**src/rtl/i2c_as_pkg.sv**
```systemverilog
package i2c_as_pkg;
   localparam int unsigned OWN_W  = 10;
   localparam int unsigned BYTE_W = 8;
   localparam logic [4:0]  TEN_PREFIX = 5'b11110;

   typedef enum logic [2:0] {
      PH_IDLE,
      PH_ADDR1,
      PH_ADDR2,
      PH_RX,
      PH_TX
   } phase_t;

   // 7-bit codes that must never be taken as an own address
   function automatic logic is_reserved7(input logic [6:0] a);
      return (a[6:3] == 4'b1111) || (a == 7'd0) || (a == 7'd2) || (a == 7'd3);
   endfunction
endpackage

```
**src/rtl/i2c_as_edges.sv**
```systemverilog
module i2c_as_edges (
   input  logic clk,
   input  logic rst_n,
   input  logic scl_in,
   input  logic sda_in,
   output logic scl_rise,
   output logic scl_fall,
   output logic bus_start,
   output logic bus_stop
);
   logic scl_q, sda_q;

   always_ff @(posedge clk or negedge rst_n) begin
      if (!rst_n) begin
         scl_q <= 1'b1;
         sda_q <= 1'b1;
      end else begin
         scl_q <= scl_in;
         sda_q <= sda_in;
      end
   end

   assign scl_rise  = scl_in & ~scl_q;
   assign scl_fall  = ~scl_in & scl_q;
   assign bus_start = scl_in & scl_q & sda_q & ~sda_in;
   assign bus_stop  = scl_in & scl_q & ~sda_q & sda_in;
endmodule

```
**src/rtl/i2c_as_bitcnt.sv**
```systemverilog
module i2c_as_bitcnt #(
   parameter int unsigned BITS = 8
) (
   input  logic            clk,
   input  logic            rst_n,
   input  logic            active,
   input  logic            restart,
   input  logic            scl_rise,
   input  logic            scl_fall,
   input  logic            sda_in,
   output logic [BITS-1:0] byte_val,
   output logic            byte_done,
   output logic            data_fall,
   output logic            ack_fall,
   output logic            ack_rise,
   output logic            byte_end
);
   localparam int unsigned CW = $clog2(BITS + 2);
   localparam logic [CW-1:0] LAST_DATA = CW'(BITS - 1);
   localparam logic [CW-1:0] ACK_CNT   = CW'(BITS);
   localparam logic [CW-1:0] END_CNT   = CW'(BITS + 1);

   logic [CW-1:0]   cnt;
   logic [BITS-1:0] sh;

   always_ff @(posedge clk or negedge rst_n) begin
      if (!rst_n) begin
         cnt <= '0;
         sh  <= '0;
      end else if (restart) begin
         cnt <= '0;
      end else if (active) begin
         if (scl_rise && cnt <= ACK_CNT) begin
            cnt <= cnt + 1'b1;
            if (cnt < ACK_CNT) sh <= byte_val;
         end else if (scl_fall && cnt == END_CNT) begin
            cnt <= '0;
         end
      end
   end

   assign byte_val  = {sh[BITS-2:0], sda_in};
   assign byte_done = active & scl_rise & (cnt == LAST_DATA);
   assign data_fall = active & scl_fall & (cnt != '0) & (cnt < ACK_CNT);
   assign ack_fall  = active & scl_fall & (cnt == ACK_CNT);
   assign ack_rise  = active & scl_rise & (cnt == ACK_CNT);
   assign byte_end  = active & scl_fall & (cnt == END_CNT);
endmodule

```
**src/rtl/i2c_as_match.sv**
```systemverilog
module i2c_as_match
   import i2c_as_pkg::*;
#(
   parameter int unsigned GC_EN = 1
) (
   input  phase_t                phase_i,
   input  logic [BYTE_W-1:0]     byte_i,
   input  logic                  ten_mode_i,
   input  logic [OWN_W-1:0]      own_i,
   input  logic                  ten_match_i,
   output logic                  ack_o,
   output phase_t                nxt_o,
   output logic                  sel_o,
   output logic                  dir_o,
   output logic                  gc_o,
   output logic                  mem_set_o,
   output logic                  mem_clr_o
);
   logic [6:0] a7;
   logic       rw;
   logic       gc_hit;

   assign a7 = byte_i[7:1];
   assign rw = byte_i[0];

   generate
      if (GC_EN != 0) begin : g_gc
         assign gc_hit = (byte_i == '0);
      end else begin : g_nogc
         assign gc_hit = 1'b0;
      end
   endgenerate

   always_comb begin
      ack_o     = 1'b0;
      nxt_o     = PH_IDLE;
      sel_o     = 1'b0;
      dir_o     = 1'b0;
      gc_o      = 1'b0;
      mem_set_o = 1'b0;
      mem_clr_o = 1'b0;
      if (phase_i == PH_ADDR1) begin
         mem_clr_o = 1'b1;
         if (gc_hit) begin
            ack_o = 1'b1;
            nxt_o = PH_RX;
            gc_o  = 1'b1;
         end else if (ten_mode_i) begin
            if (a7[6:2] == TEN_PREFIX && a7[1:0] == own_i[9:8]) begin
               if (!rw) begin
                  ack_o = 1'b1;
                  nxt_o = PH_ADDR2;
               end else if (ten_match_i) begin
                  ack_o = 1'b1;
                  nxt_o = PH_TX;
                  sel_o = 1'b1;
                  dir_o = 1'b1;
               end
            end
         end else if (!is_reserved7(a7) && a7 == own_i[6:0]) begin
            ack_o = 1'b1;
            nxt_o = rw ? PH_TX : PH_RX;
            sel_o = 1'b1;
            dir_o = rw;
         end
      end else if (phase_i == PH_ADDR2 && ten_mode_i && byte_i == own_i[7:0]) begin
         ack_o     = 1'b1;
         nxt_o     = PH_RX;
         sel_o     = 1'b1;
         mem_set_o = 1'b1;
      end
   end
endmodule

```
**src/rtl/i2c_addr_slave.sv**
```systemverilog
module i2c_addr_slave
   import i2c_as_pkg::*;
#(
   parameter int unsigned TEN_BIT_EN = 1,
   parameter int unsigned GC_EN      = 1,
   parameter int unsigned STRETCH_EN = 1
) (
   input  logic              clk,
   input  logic              rst_n,
   input  logic              cfg_ten_bit,
   input  logic [OWN_W-1:0]  cfg_own_addr,
   input  logic              host_ready,
   input  logic [BYTE_W-1:0] tx_byte,
   input  logic              scl_in,
   input  logic              sda_in,
   output logic              scl_drive_low,
   output logic              sda_drive_low,
   output logic              addressed,
   output logic              dir_read,
   output logic              gen_call,
   output logic [BYTE_W-1:0] rx_byte,
   output logic              rx_valid
);
   generate
      if (TEN_BIT_EN > 1 || GC_EN > 1 || STRETCH_EN > 1) begin : g_bad_opt
         initial $error("i2c_addr_slave: option parameters must be 0 or 1");
      end
      if (BYTE_W != 8) begin : g_bad_w
         initial $error("i2c_addr_slave: byte width must be 8");
      end
   endgenerate

   phase_t            phase;
   logic              ten_mode, ten_match, ack_q, hold;
   logic [BYTE_W-1:0] tx_sh;
   logic              scl_rise, scl_fall, bus_start, bus_stop;
   logic [BYTE_W-1:0] byte_val;
   logic              byte_done, data_fall, ack_fall, ack_rise, byte_end;
   logic              m_ack, m_sel, m_dir, m_gc, m_set, m_clr;
   phase_t            m_nxt;
   logic              active, in_data, want_hold, do_load;

   generate
      if (TEN_BIT_EN != 0) begin : g_ten
         assign ten_mode = cfg_ten_bit;
      end else begin : g_seven
         assign ten_mode = 1'b0;
      end
      if (STRETCH_EN != 0) begin : g_str
         assign want_hold = ~host_ready;
      end else begin : g_nostr
         assign want_hold = 1'b0;
      end
   endgenerate

   assign active  = (phase != PH_IDLE);
   assign in_data = (phase == PH_RX) || (phase == PH_TX);
   assign do_load = (phase == PH_TX) &&
                    ((byte_end && !want_hold) || (hold && host_ready));

   i2c_as_edges u_edges (
      .clk       (clk),
      .rst_n     (rst_n),
      .scl_in    (scl_in),
      .sda_in    (sda_in),
      .scl_rise  (scl_rise),
      .scl_fall  (scl_fall),
      .bus_start (bus_start),
      .bus_stop  (bus_stop)
   );

   i2c_as_bitcnt #(.BITS(BYTE_W)) u_bits (
      .clk       (clk),
      .rst_n     (rst_n),
      .active    (active),
      .restart   (bus_start | bus_stop),
      .scl_rise  (scl_rise),
      .scl_fall  (scl_fall),
      .sda_in    (sda_in),
      .byte_val  (byte_val),
      .byte_done (byte_done),
      .data_fall (data_fall),
      .ack_fall  (ack_fall),
      .ack_rise  (ack_rise),
      .byte_end  (byte_end)
   );

   i2c_as_match #(.GC_EN(GC_EN)) u_match (
      .phase_i     (phase),
      .byte_i      (byte_val),
      .ten_mode_i  (ten_mode),
      .own_i       (cfg_own_addr),
      .ten_match_i (ten_match),
      .ack_o       (m_ack),
      .nxt_o       (m_nxt),
      .sel_o       (m_sel),
      .dir_o       (m_dir),
      .gc_o        (m_gc),
      .mem_set_o   (m_set),
      .mem_clr_o   (m_clr)
   );

   always_ff @(posedge clk or negedge rst_n) begin
      if (!rst_n) begin
         phase         <= PH_IDLE;
         ten_match     <= 1'b0;
         ack_q         <= 1'b0;
         hold          <= 1'b0;
         tx_sh         <= '0;
         sda_drive_low <= 1'b0;
         addressed     <= 1'b0;
         dir_read      <= 1'b0;
         gen_call      <= 1'b0;
         rx_byte       <= '0;
         rx_valid      <= 1'b0;
      end else begin
         rx_valid <= 1'b0;
         if (bus_stop || bus_start) begin
            phase         <= bus_stop ? PH_IDLE : PH_ADDR1;
            addressed     <= 1'b0;
            dir_read      <= 1'b0;
            gen_call      <= 1'b0;
            sda_drive_low <= 1'b0;
            hold          <= 1'b0;
            ack_q         <= 1'b0;
            if (bus_stop) ten_match <= 1'b0;
         end else begin
            if (byte_done) begin
               if (phase == PH_ADDR1 || phase == PH_ADDR2) begin
                  ack_q <= m_ack;
                  phase <= m_nxt;
                  if (m_sel) begin
                     addressed <= 1'b1;
                     dir_read  <= m_dir;
                  end
                  if (m_gc) gen_call <= 1'b1;
                  if (m_set) ten_match <= 1'b1;
                  else if (m_clr) ten_match <= 1'b0;
               end else if (phase == PH_RX) begin
                  ack_q    <= 1'b1;
                  rx_byte  <= byte_val;
                  rx_valid <= 1'b1;
               end else begin
                  ack_q <= 1'b0;
               end
            end
            if (data_fall && phase == PH_TX) begin
               sda_drive_low <= ~tx_sh[BYTE_W-2];
               tx_sh         <= {tx_sh[BYTE_W-2:0], 1'b0};
            end
            if (ack_fall) sda_drive_low <= ack_q;
            if (ack_rise && phase == PH_TX && sda_in) phase <= PH_IDLE;
            if (byte_end) begin
               sda_drive_low <= 1'b0;
               ack_q         <= 1'b0;
               if (in_data && want_hold) hold <= 1'b1;
            end
            if (hold && host_ready) hold <= 1'b0;
            if (do_load) begin
               tx_sh         <= tx_byte;
               sda_drive_low <= ~tx_byte[BYTE_W-1];
            end
         end
      end
   end

   assign scl_drive_low = hold;
endmodule

```
**config.mk**
```make
export PLATFORM = sky130hd
export DESIGN_NAME = i2c_addr_slave
export DESIGN_NICKNAME = d
export VERILOG_FILES = /design/src/rtl/i2c_as_pkg.sv /design/src/rtl/i2c_as_edges.sv /design/src/rtl/i2c_as_bitcnt.sv /design/src/rtl/i2c_as_match.sv /design/src/rtl/i2c_addr_slave.sv
export SDC_FILE = /design/constraint.sdc
export NUM_CORES = 1
export LEC_CHECK = 0
export BUFFER_PORTS_ARGS = -buffer_cell sky130_fd_sc_hd__buf_2
export CORE_UTILIZATION = 28
export CTS_CLUSTER_SIZE = 10
export DETAILED_ROUTE_END_ITERATION = 10
export HOLD_SLACK_MARGIN = 0.12
export PLACE_DENSITY = 0.5
export SYNTH_ARGS = -nofsm -noshare
export SYNTH_HDL_FRONTEND = slang
export SYNTH_SLANG_ARGS = --single-unit
```
**constraint.sdc**
```tcl
create_clock -name clk -period 2.7 [get_ports clk]
set_input_delay 0.135 -clock clk [delete_from_list [all_inputs] [get_ports clk]]
set_output_delay 0.135 -clock clk [all_outputs]
set_load 0.01 [all_outputs]
```
# Word-level counts from Yosys, hierarchy flattened
# Cells that the tools add are included.
[word_totals]
ff_bits = 39
latchBits = 0
mem_bits_rw = 0
romBits = 0
inputBits = 24
wordCells = 183
memories = 0
[op_classes]
add_sub_neg = 1
mul = 0
div_mod_pow = 0
n_lt_le_gt_ge = 2
eq_ne = 15
shift = 0
muxes = 76
bitwise_logic = 26
reduce_logical = 48
[op_table]
columns = ["operator", "count"]
rows = [
  ["$mux 1", 57],
  ["$mux 3", 12],
  ["$reduce_bool 3->1", 8],
  ["$mux 4", 4],
  ["$and 1x1->1", 15],
  ["$eq 7x2->1 const B", 2],
  ["$mux 7", 2],
  ["$logic_and 1x1->1", 13],
  ["$eq 4x4->1 const B", 3],
  ["$reduce_and 4->1", 3],
  ["$reduce_bool 2->1", 6],
  ["$not 1->1", 10],
  ["$eq 8x8->1", 1],
  ["$logic_not 8->1", 1],
  ["$reduce_and 2->1", 4],
  ["$eq 7x7->1", 1],
  ["$logic_not 7->1", 1],
  ["$logic_or 1x1->1", 7],
  ["$eq 3x2->1 const B", 2],
  ["$reduce_and 3->1", 2],
  ["$eq 5x5->1 const B", 1],
  ["$reduce_bool 5->1", 1],
  ["$add 4x1->4 const B", 1],
  ["$eq 4x3->1 const B", 1],
  ["10 further kinds", 10],
]

# Logic depth before layout (Yosys ltp)
[logic_depth]
ltp_word = 14
mapped_depth = 8

# Cells and area by module
# A second synthesis with hierarchy kept.
[unflattened]
hier_cells = 220
hier_area_um2 = 2262.2
[by_module_without_submodules]
columns = ["mod", "n_inst", "cells_each", "area_each_um2", "seq_area_each_um2"]
rows = [
  ["i2c_addr_slave", 1, 109, 1206.2, 650.6],
  ["i2c_as_bitcnt", 1, 54, 619.3, 275.3],
  ["i2c_as_match", 1, 51, 351.6, 0.0],
  ["i2c_as_edges", 1, 6, 85.1, 52.6],
]

# Worst setup path before layout
# No wires, ideal clock.
[synth_path]
kind = "flip-flop to flip-flop"
start = "register u_bits.sh[3]"
end = "register phase[0]"
setup_ns = 0.125
arrival_ns = 1.944
t_required_ns = 2.575
setup_slack_ns = 0.631
stages_incl_launch_ff = 8
path_buffers = 1
path_cell_list = "dfrtp_1 > buf_6 > or2_0 > or4_1 > o22ai_2 > nor4_1 > or3_1 > mux2_4"
[synth_between]
elab_chain_cells = 14
word_cells_on_any_way = 25
[synth_lines]
columns = ["element", "line_no", "text"]
rows = [
  ["start: declaration", "i2c_as_bitcnt.sv:24", "logic [BITS-1:0] sh;"],
  ["start signal: assignment", "i2c_as_bitcnt.sv:35", "if (cnt < ACK_CNT) sh <= byte_val;"],
  ["$eq 4x4->1 or $logic_not 7->1 (tied branches)", "i2c_as_pkg.sv:16", "return (a[6:3] == 4'b1111) || (a == 7'd0) || (a == 7'd2) || (a == 7'd3);"],
  ["$logic_or 1x1->1 (3 in series)", "i2c_as_pkg.sv:16", ""],
  ["$logic_not 1->1", "i2c_as_match.sv:60", "end else if (!is_reserved7(a7) && a7 == own_i[6:0]) begin"],
  ["$logic_and 1x1->1", "i2c_as_match.sv:60", ""],
  ["$mux 3", "i2c_as_match.sv:60", ""],
  ["$mux 3", "i2c_as_match.sv:48", "end else if (ten_mode_i) begin"],
  ["$mux 3", "i2c_as_match.sv:44", "if (gc_hit) begin"],
  ["$mux 3 *", "i2c_as_match.sv:42", "if (phase_i == PH_ADDR1) begin"],
  ["$mux 3 *", "i2c_addr_slave.sv:129", "if (phase == PH_ADDR1 || phase == PH_ADDR2) begin"],
  ["$mux 3 *", "i2c_addr_slave.sv:128", "if (byte_done) begin"],
  ["$mux 3 *", "i2c_addr_slave.sv:152", "if (ack_rise && phase == PH_TX && sda_in) phase <= PH_IDLE;"],
  ["$mux 3 *", "i2c_addr_slave.sv:118", "if (bus_stop || bus_start) begin"],
  ["end signal: assignment", "i2c_addr_slave.sv:119", "phase <= bus_stop ? PH_IDLE : PH_ADDR1;"],
  ["end signal: assignment", "i2c_addr_slave.sv:131", "phase <= m_nxt;"],
  ["end: declaration", "i2c_addr_slave.sv:33", "phase_t phase;"],
]
# Every way passes the cells marked *; elsewhere a longest branch is shown, timed or not. The select of a mux whose other input is x is not followed.
# A chain may end at the register's enable or synchronous reset.

# Worst setup path after layout
[layout_path]
start = "input sda_in"
end = "register addressed"
[layout_between]
elab_chain_cells = 7
word_cells_on_any_way = 18
[layout_lines]
columns = ["element", "line_no", "text"]
rows = [
  ["start: declaration", "i2c_addr_slave.sv:15", "input logic sda_in,"],
  ["$mux 1", "i2c_as_match.sv:50", "if (!rw) begin"],
  ["$mux 1", "i2c_as_match.sv:49", "if (a7[6:2] == TEN_PREFIX && a7[1:0] == own_i[9:8]) begin"],
  ["$mux 1", "i2c_as_match.sv:48", ""],
  ["$mux 1", "i2c_as_match.sv:44", ""],
  ["$mux 1", "i2c_as_match.sv:42", ""],
  ["$reduce_bool 2->1 (no line)", "-", ""],
  ["$reduce_and 3->1 (no line)", "-", ""],
  ["end signal: assignment", "i2c_addr_slave.sv:111", "addressed <= 1'b0;"],
  ["end signal: assignment", "i2c_addr_slave.sv:120", "addressed <= 1'b0;"],
  ["end signal: assignment", "i2c_addr_slave.sv:133", "addressed <= 1'b1;"],
  ["end: declaration", "i2c_addr_slave.sv:18", "output logic addressed,"],
]
# Parallel ways exist; a longest one is shown, timed or not.

==> results.md <==
- Critical Path, Cell by Cell: dlygate4sd3_1 -> buf_2 -> or4_1 -> nor4_1 -> nor2_1 -> a32oi_1 -> o21ai_0 -> o21a_1
- Critical Path Stages: 8
- Post-CTS Setup Inserts: 0
- DRT Pass-1 Iters: 4
- WS Path Type: input pin to flop
- Worst hold slack: 195.5 ps
- Sequential area share after synthesis: 42.90%
- GR Layer Usage met1: 17.81%
- Post-Syn Area: 0.002281 mm^2
- Post-layout nets: 289
- Synth unique cells: 50
- Fin. max-slew vios: 0
- Placed wire-length estimate: 3.727 mm
- First-pass GRT wire length: 8.514 mm
- Relative slew slack: 40.93%
- Final min period: 2470 ps
- Die area: 0.008511 mm^2
- Starting density of the core: 29.21%
- DRT iter0 DRCs: 88
- Met2 Use GR: 20.02%
- Max-cap violations: 0
- P&R area growth vs syn: 19.69%
- Gpl congestion: 0.7472
- Row count: 32
- Placeable Area: 0.007807 mm^2
- CP top delay family: simple AND/OR/NAND/NOR gates
- Initial antenna violation count: 0
- CP endpoint kind: flop
- CTS tree: built
- Share of layout cells above drive strength 1: 33.46%
- Final Util: 34.97%
- Pwr Total: 1.527 mW
- I/O pin total: 38
- RSZ-0062 raised after global routing: false
- Post-synth EDFFs: 0
- CTS buffer count: 5
- Post-synthesis net count: 247
- Crit Path Max Fanout: 14
- Port bufs: 37
- CTS root buffer: clkbuf_8
- Most used standard cell by instance count after synthesis: dfrtp_1
- Worst Clk Skew: 9.163 ps
- Final period util: 91.46%
- Vias per cell: 4.879
- Crit path buf inv count: 2
- Top cell type's share of synthesized area: 40.59%
- Static leakage: 1.275 nW
- Via count: 1781
- Syn Area/Cell: 10.37 um^2
- Dpl cells: 351
- GRT overflow: 0
- Largest area contributor in the synthesized netlist: dfrtp_1
- Drt total wl: 5.159 mm
- YS warnings: 0
- Status: complete, no violations
- Hold Path Class: input pin to flop
- H-tree levels: 2
- Routed Antenna Nets: 0
- DIE HEIGHT: 92.26 um
- Clock Pin Slew Worst Setup and Hold Paths: 80 ps
- VDD IR-drop max: 0.2471 mV
- TritonCTS Sinks: 39
- Most used DFF post-synth: dfrtp_1
- Diode count: 0
- Insertion delay to the later sink of the worst-skew pair: 290 ps
- Async SR Flop Fraction: 100.0%
- Startpoint types: input pin
- Tightest Pin Transition: 886.0 ps
- Setup violators final: 0
- Layout Cells excl Fill: 365
- Number of global-route vias before repair: 1668
- Main area contributors after synthesis: dfrtp_1 (41%), mux2_2 (13%), xnor2_1 (3.8%)
- Critical path required time: 2890 ps
- #FFs+latches synth: 39
- Setup tns final: 0 ps
- Slowest CP cell: or4_1
- DRC Markers: 0
- PD cells: 559.1 mW/mm^2
- Mapped Cells: 220
- FF-to-FF path depth: 6
- Clock Path Buffers: 2
- Fmax achieved: 404.9 MHz
- Met3 Resource Use GR: 2.736%
- Synth cell count leaders: dfrtp_1 (37), mux2_2 (27), nor2_1 (17)
- Die width: 92.26 um
- Pin count of the biggest net entering global routing: 40
- Top Usage Layer GRT: met2
- WL/cell: 14.13 um
- Gr usage total: 12.86%
- Max incr delay on CP: 540 ps
- Final Hold Fails: 0
- CP Data Arrival Time: 2660 ps
- Min-Delay Path Depth: 3
## state kept, by name, summed over array words and instances (netlist names), 3 cells and up
signal / flops
rx_byte: 8
tx_sh: 7
u_bits.sh: 7
u_bits.cnt: 4
phase: 3
## worst register-to-register path: cells and delay by family, from the launching register on
| kind | cells | cell delay (ps) |
|---|---|---|
| AND/OR/NAND/NOR | 3 | 730 |
| multiplexers | 2 | 640 |
| flip-flops | 1 | 560 |
| AO/OA/AOI/OAI | 1 | 400 |
## path summary, 6_finish.rpt
check                                            start                     end  slack (ps)
worst min-delay path                        tx_byte[5]    tx_sh[5]$_DFFE_PN0P_         200
worst max-delay path                            sda_in   addressed$_DFFE_PN0P_         230
worst max register to register    phase[0]$_DFFE_PN0P_    tx_sh[4]$_DFFE_PN0P_         280
max in group asynchronous                        rst_n  rx_byte[6]$_DFFE_PN0P_        1640
worst min register to register  rx_byte[4]$_DFFE_PN0P_  rx_byte[4]$_DFFE_PN0P_         510
min in group asynchronous                        rst_n  rx_byte[4]$_DFFE_PN0P_         500
## layout make-up
| cell class | count | area [um^2] |
|---|---|---|
| Inverter | 2 | 7.507 |
| Fill cell | 824 | 5077 |
| Multi-Input combinational cell | 165 | 1216 |
| Timing Repair Buffer | 49 | 290.3 |
| Sequential cell | 39 | 978.4 |
| Clock buffer | 6 | 72.57 |
| Tap cell | 102 | 127.6 |
| Clock inverter | 2 | 37.54 |
## placed cells by master (no fill, tap or decap), types with 2 or more instances in the layout
master         count
nor2b_1            6
nor3b_1            4
nand2_1           12
inv_1              2
nand3_1            8
xor2_1             9
o211ai_1           2
buf_2             37
and3_1             4
a41oi_1            2
dfrtp_1           37
dfstp_2            2
buf_4              6
clkbuf_8           5
nor3_1             3
or3_1              2
nor3_2             2
ha_1               3
o21ai_0            6
a32oi_1            2
mux2_2            27
xnor2_1           10
dlygate4sd3_1      6
mux2i_1            2
nor4_1             5
or4_1              5
a21oi_1            9
nor2_1            17
or2_2              4
nand4_1            2
## through the flow
stage | area, um^2 | setup slack (ps)
after floorplan | 2281 | 630.7
after global placement | 2560 | 335.5
after detailed placement | 2560 | 286.1
after CTS | 2730 | 268.2
after global routing | 2730 | 102.0
final | 2730 | 230.5
## what timing repair did
item                                    4_1_cts  5_1_grt
endpoints found under the hold margin        42        0
resized for setup                             0        0
hold buffers                                  6        0
endpoints found under the setup margin        0        0
## per-layer routing
metal  share of wire (%)  routed length (um)
met1                  49                2531
met2                  47                2420
met3                 2.6                 133
met4                 1.4                  74
met5                   0                   0
## cells by family (layout without fill, tap and decap cells)
| kind of cell | after synthesis | in the layout | share of synthesized area, % |
|---|---|---|---|
| and+or+nand+nor | 80 | 80 | 19.31 |
| DFF | 39 | 39 | 42.90 |
| AOI/OAI and AO/OA | 33 | 33 | 10.20 |
| muxes | 30 | 30 | 14.87 |
| xor gates and xnor gates | 19 | 19 | 7.296 |
| buffers and inverters | 16 | 59 | 3.785 |
| adders and majority gates | 3 | 3 | 1.646 |
## power by group
part	switching, mW	total, mW	internal [mW]	leakage [nW]
registers	0.0908	0.717	0.626	0.529
logic	0.157	0.317	0.159	0.694
clock network	0.217	0.493	0.276	0.0514
Note: power is estimated with default switching activity, not from simulation.
